`src/rtl/hrp_pkg.sv`:
```
package hrp_pkg;

    localparam int FUNC_W = 5;

    localparam logic [FUNC_W-1:0] FN_RD_HOLD  = 5'd0;
    localparam logic [FUNC_W-1:0] FN_RD_NEXT  = 5'd2;
    localparam logic [FUNC_W-1:0] FN_CLR_HOLD = 5'd9;
    localparam logic [FUNC_W-1:0] FN_CLR_NEXT = 5'd11;
    localparam logic [FUNC_W-1:0] FN_ADDR_WR  = 5'd16;
    localparam logic [FUNC_W-1:0] FN_FB_OFF   = 5'd24;
    localparam logic [FUNC_W-1:0] FN_FB_ON    = 5'd26;

    typedef enum logic [1:0] {
        SQ_IDLE,
        SQ_CLEAR,
        SQ_FETCH
    } seq_state_e;

    typedef struct packed {
        logic known;
        logic load;
        logic step;
        logic fetch;
        logic clear;
        logic fb_off;
        logic fb_on;
    } cmd_t;

    function automatic cmd_t decode_func(input logic [FUNC_W-1:0] f);
        cmd_t c;
        c = '0;
        case (f)
            FN_RD_HOLD:  begin c.known = 1'b1; c.fetch = 1'b1; end
            FN_RD_NEXT:  begin c.known = 1'b1; c.fetch = 1'b1; c.step = 1'b1; end
            FN_CLR_HOLD: begin c.known = 1'b1; c.clear = 1'b1; end
            FN_CLR_NEXT: begin c.known = 1'b1; c.clear = 1'b1; c.step = 1'b1; end
            FN_ADDR_WR:  begin c.known = 1'b1; c.fetch = 1'b1; c.load = 1'b1; end
            FN_FB_OFF:   begin c.known = 1'b1; c.fb_off = 1'b1; end
            FN_FB_ON:    begin c.known = 1'b1; c.fb_on = 1'b1; end
            default:     c = '0;
        endcase
        return c;
    endfunction

endpackage

```
`src/rtl/hrp_decode.sv`:
```
module hrp_decode
    import hrp_pkg::*;
(
    input  logic              strobe,
    input  logic [FUNC_W-1:0] func,
    output cmd_t              cmd,
    output logic              q
);
    cmd_t raw;

    always_comb begin
        raw = decode_func(func);
        cmd = strobe ? raw : '0;
        q   = strobe & raw.known;
    end
endmodule

```
`src/rtl/hrp_addr_reg.sv`:
```
module hrp_addr_reg #(
    parameter int ADDR_W = 22
) (
    input  logic              clk,
    input  logic              rst,
    input  logic              load,
    input  logic [ADDR_W-1:0] load_val,
    input  logic              step,
    output logic [ADDR_W-1:0] addr
);
    localparam logic [ADDR_W-1:0] ONE = ADDR_W'(1);

    always_ff @(posedge clk) begin
        if (rst) begin
            addr <= '0;
        end else if (load) begin
            addr <= load_val;
        end else if (step) begin
            addr <= addr + ONE;
        end
    end
endmodule

```
`src/rtl/hrp_fetch_seq.sv`:
```
module hrp_fetch_seq
    import hrp_pkg::*;
#(
    parameter int DATA_W = 24
) (
    input  logic              clk,
    input  logic              rst,
    input  logic              go_fetch,
    input  logic              go_clear,
    input  logic              mem_ack,
    input  logic [DATA_W-1:0] mem_rdata,
    output logic [DATA_W-1:0] data_q,
    output logic              valid,
    output logic              mem_req,
    output logic              mem_write
);
    seq_state_e state;

    always_ff @(posedge clk) begin
        if (rst) begin
            state  <= SQ_IDLE;
            data_q <= '0;
            valid  <= 1'b0;
        end else begin
            case (state)
                SQ_IDLE: begin
                    if (go_clear) begin
                        state <= SQ_CLEAR;
                        valid <= 1'b0;
                    end else if (go_fetch) begin
                        state <= SQ_FETCH;
                        valid <= 1'b0;
                    end
                end
                SQ_CLEAR: begin
                    if (mem_ack) state <= SQ_FETCH;
                end
                SQ_FETCH: begin
                    if (mem_ack) begin
                        data_q <= mem_rdata;
                        valid  <= 1'b1;
                        state  <= SQ_IDLE;
                    end
                end
                default: state <= SQ_IDLE;
            endcase
        end
    end

    always_comb begin
        mem_req   = (state != SQ_IDLE);
        mem_write = (state == SQ_CLEAR);
    end
endmodule

```
`src/rtl/hist_readout_port.sv`:
```
module hist_readout_port
    import hrp_pkg::*;
#(
    parameter int ADDR_W = 22,
    parameter int DATA_W = 24
) (
    input  logic              clk,
    input  logic              rst,
    input  logic              cmd_strobe,
    input  logic [4:0]        cmd_func,
    input  logic [ADDR_W-1:0] cmd_wdata,
    output logic [DATA_W-1:0] cmd_rdata,
    output logic              cmd_q,
    output logic              data_valid,
    output logic              fb_enable,
    output logic              mem_req,
    output logic              mem_write,
    output logic [ADDR_W-1:0] mem_addr,
    input  logic              mem_ack,
    input  logic [DATA_W-1:0] mem_rdata
);
    cmd_t cmd;

    hrp_decode u_dec (
        .strobe (cmd_strobe),
        .func   (cmd_func),
        .cmd    (cmd),
        .q      (cmd_q)
    );

    hrp_addr_reg #(.ADDR_W(ADDR_W)) u_addr (
        .clk      (clk),
        .rst      (rst),
        .load     (cmd.load),
        .load_val (cmd_wdata),
        .step     (cmd.step),
        .addr     (mem_addr)
    );

    hrp_fetch_seq #(.DATA_W(DATA_W)) u_seq (
        .clk       (clk),
        .rst       (rst),
        .go_fetch  (cmd.fetch),
        .go_clear  (cmd.clear),
        .mem_ack   (mem_ack),
        .mem_rdata (mem_rdata),
        .data_q    (cmd_rdata),
        .valid     (data_valid),
        .mem_req   (mem_req),
        .mem_write (mem_write)
    );

    always_ff @(posedge clk) begin
        if (rst) begin
            fb_enable <= 1'b1;
        end else if (cmd.fb_off) begin
            fb_enable <= 1'b0;
        end else if (cmd.fb_on) begin
            fb_enable <= 1'b1;
        end
    end
endmodule

```
`config.mk`:
```
export PLATFORM = sky130hd
export DESIGN_NAME = hist_readout_port
export DESIGN_NICKNAME = d
export VERILOG_FILES = /design/src/rtl/hrp_pkg.sv /design/src/rtl/hrp_decode.sv /design/src/rtl/hrp_addr_reg.sv /design/src/rtl/hrp_fetch_seq.sv /design/src/rtl/hist_readout_port.sv
export SDC_FILE = /design/constraint.sdc
export NUM_CORES = 1
export LEC_CHECK = 0
export ABC_AREA = 1
export CORE_ASPECT_RATIO = 0.6
export CORE_UTILIZATION = 45
export CTS_BUF_LIST = sky130_fd_sc_hd__clkbuf_4
export DETAILED_ROUTE_END_ITERATION = 8
export PLACE_DENSITY_LB_ADDON = 0.25
export SETUP_SLACK_MARGIN = 0.3
export SLEW_MARGIN = 15
export SYNTH_ARGS = -nofsm -noshare
export SYNTH_HDL_FRONTEND = slang
export SYNTH_SLANG_ARGS = --single-unit
```
`constraint.sdc`:
```
create_clock -name clk -period 1.78 [get_ports clk]
set_input_delay 0.445 -clock clk [delete_from_list [all_inputs] [get_ports clk]]
set_output_delay 0.445 -clock clk [all_outputs]
set_load 0.01 [all_outputs]
```
==> tab_implementation.tex <==
\begin{tabular}{lr}
\hline
Metric & Value \\
\hline
\multicolumn{2}{l}{\textbf{Detailed routing}} \\
\quad Wirelength per Cell & $\sim$15 um \\
\quad Router iterations before antenna repair & 5 \\
\quad DR vias/cell & $\sim$5.2 \\
\quad Antenna-violating nets left & 0 \\
\quad Detailed-route wire length & between 9000 and 10000 um \\
\quad Count of routing violations after the opening detailed-route iteration & between 200 and 250 \\
\quad Drc violations & 0 \\
\quad Via count & 3422 \\
\multicolumn{2}{l}{\textbf{Setup path}} \\
\quad Critical-path maximum fanout & 3 \\
\quad Endpoint class of the critical path & output port \\
\quad Critical Path Start Type & input pin \\
\quad Crit path arrival time & 1.13 ns \\
\quad Depth of the worst register-to-register path & 8 \\
\quad Worst path required time & 1.33 ns \\
\quad Kind of critical path & input pin to output port \\
\multicolumn{2}{l}{\textbf{Global routing}} \\
\quad Remaining global-route overflow & 0 \\
\quad Number of global-route vias before repair & 2883 \\
\quad Largest net degree at the start of global routing & 50 \\
\quad Tot GR Track Use & 27.9\% \\
\quad Initial antenna violation count & 0 \\
\quad Global-route wire length before repair & 13500 um \\
\multicolumn{2}{l}{\textbf{Cells and area}} \\
\quad Utilization of the core after routing & between 80\% and 90\% \\
\quad Ant diodes & 0 \\
\quad Synth-to-Final Area Change & 69.4\% \\
\quad Total of fill cells in the finished design & between 400 and 500 \\
\quad Fraction of final layout cells sized beyond drive strength 1 & 34.0\% \\
\quad Most common library cell in the layout ignoring fill and taps & nand2\_1 \\
\quad Final layout net count & 631 \\
\quad Most frequent cells in the layout & nand2\_1, buf\_4, clkdlybuf4s50\_1 \\
\multicolumn{2}{l}{\textbf{Synthesis}} \\
\quad Sequential cell area fraction in the yosys report & 37.2\% \\
\quad Number of nets in the synthesized netlist & 472 \\
\quad Synth Cell Area & 0.00269 mm\^{}2 \\
\quad Yosys warning count & 0 \\
\quad Instance count of the mapped netlist & between 400 and 500 \\
\quad Average footprint of a synthesized cell & roughly 6.5 um\^{}2 \\
\quad Synth unique cells & 30 \\
\quad Largest cells by area after synthesis & dfxtp\_1, nand2\_1, a21oi\_1 \\
\quad Area leader, netlist & dfxtp\_1 \\
\quad Number of synthesized register bits & 50 \\
\quad Post-synth top area share & 37.2\% \\
\multicolumn{2}{l}{\textbf{STA}} \\
\quad Relative slew margins & approximately four fifths \\
\quad Tightest hold margin & 0.376 ns \\
\quad Setup violators final & 0 \\
\quad Worst clock skew & around 0.014 ns \\
\quad Tmin final & 1.58 ns \\
\quad Max Fclk & 635 MHz \\
\quad Setup\_tns & 0 ns \\
\quad Slew Limit Fails & 0 \\
\quad Final setup margin & 0.204 ns \\
\quad Final Hold Vio Count & 0 \\
\quad Period utilization & 88.5\% \\
\quad Unrepaired setup endpoints after global routing & yes \\
\quad Actual transition at the worst max-transition pin & around 0.29 ns \\
\multicolumn{2}{l}{\textbf{Clock tree}} \\
\quad Total number of clock tree sinks & 50 \\
\quad Clock tree from TritonCTS & built \\
\quad Clock tree buffer depth & 2 \\
\quad Total number of H-tree levels & 2 \\
\quad CTS root buf & clkbuf\_4 \\
\quad Clock transition time at the flip-flop clock pins of the worst setup and hold paths & 0.15 ns \\
\quad Inserted Clock Buffers & 5 \\
\quad Clock insertion delay at the later pin of the skew report & 0.38 ns \\
\multicolumn{2}{l}{\textbf{Die}} \\
\quad Area of the placeable core & around 0.0057 mm\^{}2 \\
\quad Number of ports placed on the die boundary & roughly 110 \\
\quad Chip width & 102 um \\
\quad Effective utilization at floorplan & 47.4\% \\
\quad Area of the die & 0.00630 mm\^{}2 \\
\quad Vertical extent of the die & between 60 and 70 um \\
\quad Row Count & 21 \\
\multicolumn{2}{l}{\textbf{Placement}} \\
\quad Number of input and output port buffers inserted & approximately 110 \\
\quad Post-DP HPWL & between 6000 and 7000 um \\
\quad Routability congestion estimate & 0.900 \\
\quad Post-place setup slack & -0.619 ns \\
\multicolumn{2}{l}{\textbf{Status}} \\
\quad Run status & finished clean \\
\multicolumn{2}{l}{\textbf{Min path}} \\
\quad Number of cells on the worst hold path & 3 \\
\quad Hold WC Path Type & input pin to flop \\
\multicolumn{2}{l}{\textbf{Job}} \\
\quad Maximum capacitance violations & 0 \\
\multicolumn{2}{l}{\textbf{Power and ir drop}} \\
\quad PD cells & 479 mW/mm\^{}2 \\
\quad Maximum resistive drop on vdd & approximately 420 uV \\
\quad Share of power burned in combinational logic & between 20\% and 30\% \\
\quad Power dissipated by switching net loads & 630 uW \\
\quad Internal power consumption & 1.55 mW \\
\quad Leakage & 1.85 nW \\
\quad Clk pwr share & 26.6\% \\
\quad Switching share of total power & between 20\% and 30\% \\
\quad Relative contribution of sequential cells to total power & 53.5\% \\
\hline
\end{tabular}
## metrics by stage
step | cell area, um^2 | std cells | power [mW]
detailed placement | 4010 | 611 | 1.61
CTS | 4310 | 643 | 2.15
global route | 4560 | 656 | 2.27
finish | 4560 | 656 | 2.18
global placement | 4010 | 611 | 1.60
floorplan | 2700 | 416 | 1.35
## registers in the layout (all words and copies together) (netlist names)
| register | count |
|---|---|
| u_addr.addr | 22 |
| fb_enable | 1 |
| u_seq.data_q | 24 |
| u_seq.valid | 1 |
| u_seq.state | 2 |
## power groups by stage
stage	Sequential, mW	Clock [mW]	Combinational, mW
final	1.17	0.580	0.436
after global routing	1.17	0.628	0.472
after CTS	1.16	0.588	0.396
after detailed placement	1.21	0	0.403
after global placement	1.21	0	0.392
after floorplan	1.23	0	0.121
## final cells by class
cell class                 count  area, um^2  area share, %
clock buffer                   5        37.5          0.823
clock inverter                 3        28.8          0.631
timing repair buffer         168        1480           32.4
sequential                    50        1090           23.9
inverter                      49         191           4.20
tap                           80         100           2.20
multi-input combinational    301        1640           35.9
## critical path, stage by stage
cell and delay [ns]:
buf_4 0.14, nor2_4 0.10, nand4_1 0.20, nand3_2 0.14
buf_6 0.11
## logic make-up after synthesis
logic type | share of synthesized area (%)
DFF | 37.2
xor gates and xnor gates | 1.30
and+or+nand+nor | 34.0
adders and majority gates | 0.465
AOI/OAI and AO/OA | 17.3
buffers and inverters | 9.72
## layer usage
| metal | up-vias | wire (um) | track usage [%] | share of wire, % |
|---|---|---|---|---|
| li1 | 1664 | - | - | - |
| met1 | 1567 | 4260 | 37.2 | 44 |
| met2 | 180 | 4510 | 48.2 | 46 |
| met3 | 11 | 875 | 5.70 | 9.0 |
| met4 | 0 | 78 | 4.69 | 0.80 |
| met5 | - | 0 | 0 | 0 |
## synth_stat cells
cell,count
nand2_1,102
nor2_1,51
dfxtp_1,50
inv_1,47
a21oi_1,41
o21ai_0,33
nand3_1,30
clkbuf_1,11
nand4_1,7
a31oi_1,4
nor2_2,4
a211oi_1,3
nand3b_1,3
nor2_4,3
buf_2,2
buf_4,2
inv_2,2
nand2_2,2
nand3_2,2
nor3_1,2
o211ai_1,2
o21ai_1,2
or2_1,2
xnor2_1,2
xor2_1,2
a21oi_4,1
buf_6,1
ha_1,1
nor3_2,1
o21bai_1,1
## repair_timing
| action | 4_1_cts | 5_1_grt |
|---|---|---|
| endpoints found under the setup margin | 73 | 68 |
| pin swaps | 10 | 23 |
| gates cloned | 0 | 0 |
| hold buffers | 0 | 0 |
| gates resized for setup | 143 | 134 |
| setup buffers | 24 | 13 |
## final timing paths
path	to	from	slack, ns
worst min-delay path	fb_enable$_SDFFE_PP1P_	cmd_func[1]	0.38
worst min register to register	u_seq.data_q[0]$_SDFFE_PP0P_	u_seq.data_q[0]$_SDFFE_PP0P_	0.45
worst max-delay path	cmd_q	cmd_func[2]	0.20
worst max register to register	u_addr.addr[19]$_SDFFE_PP0P_	u_addr.addr[8]$_SDFFE_PP0P_	0.30
No activity file was read; power rests on OpenSTA's default activity.
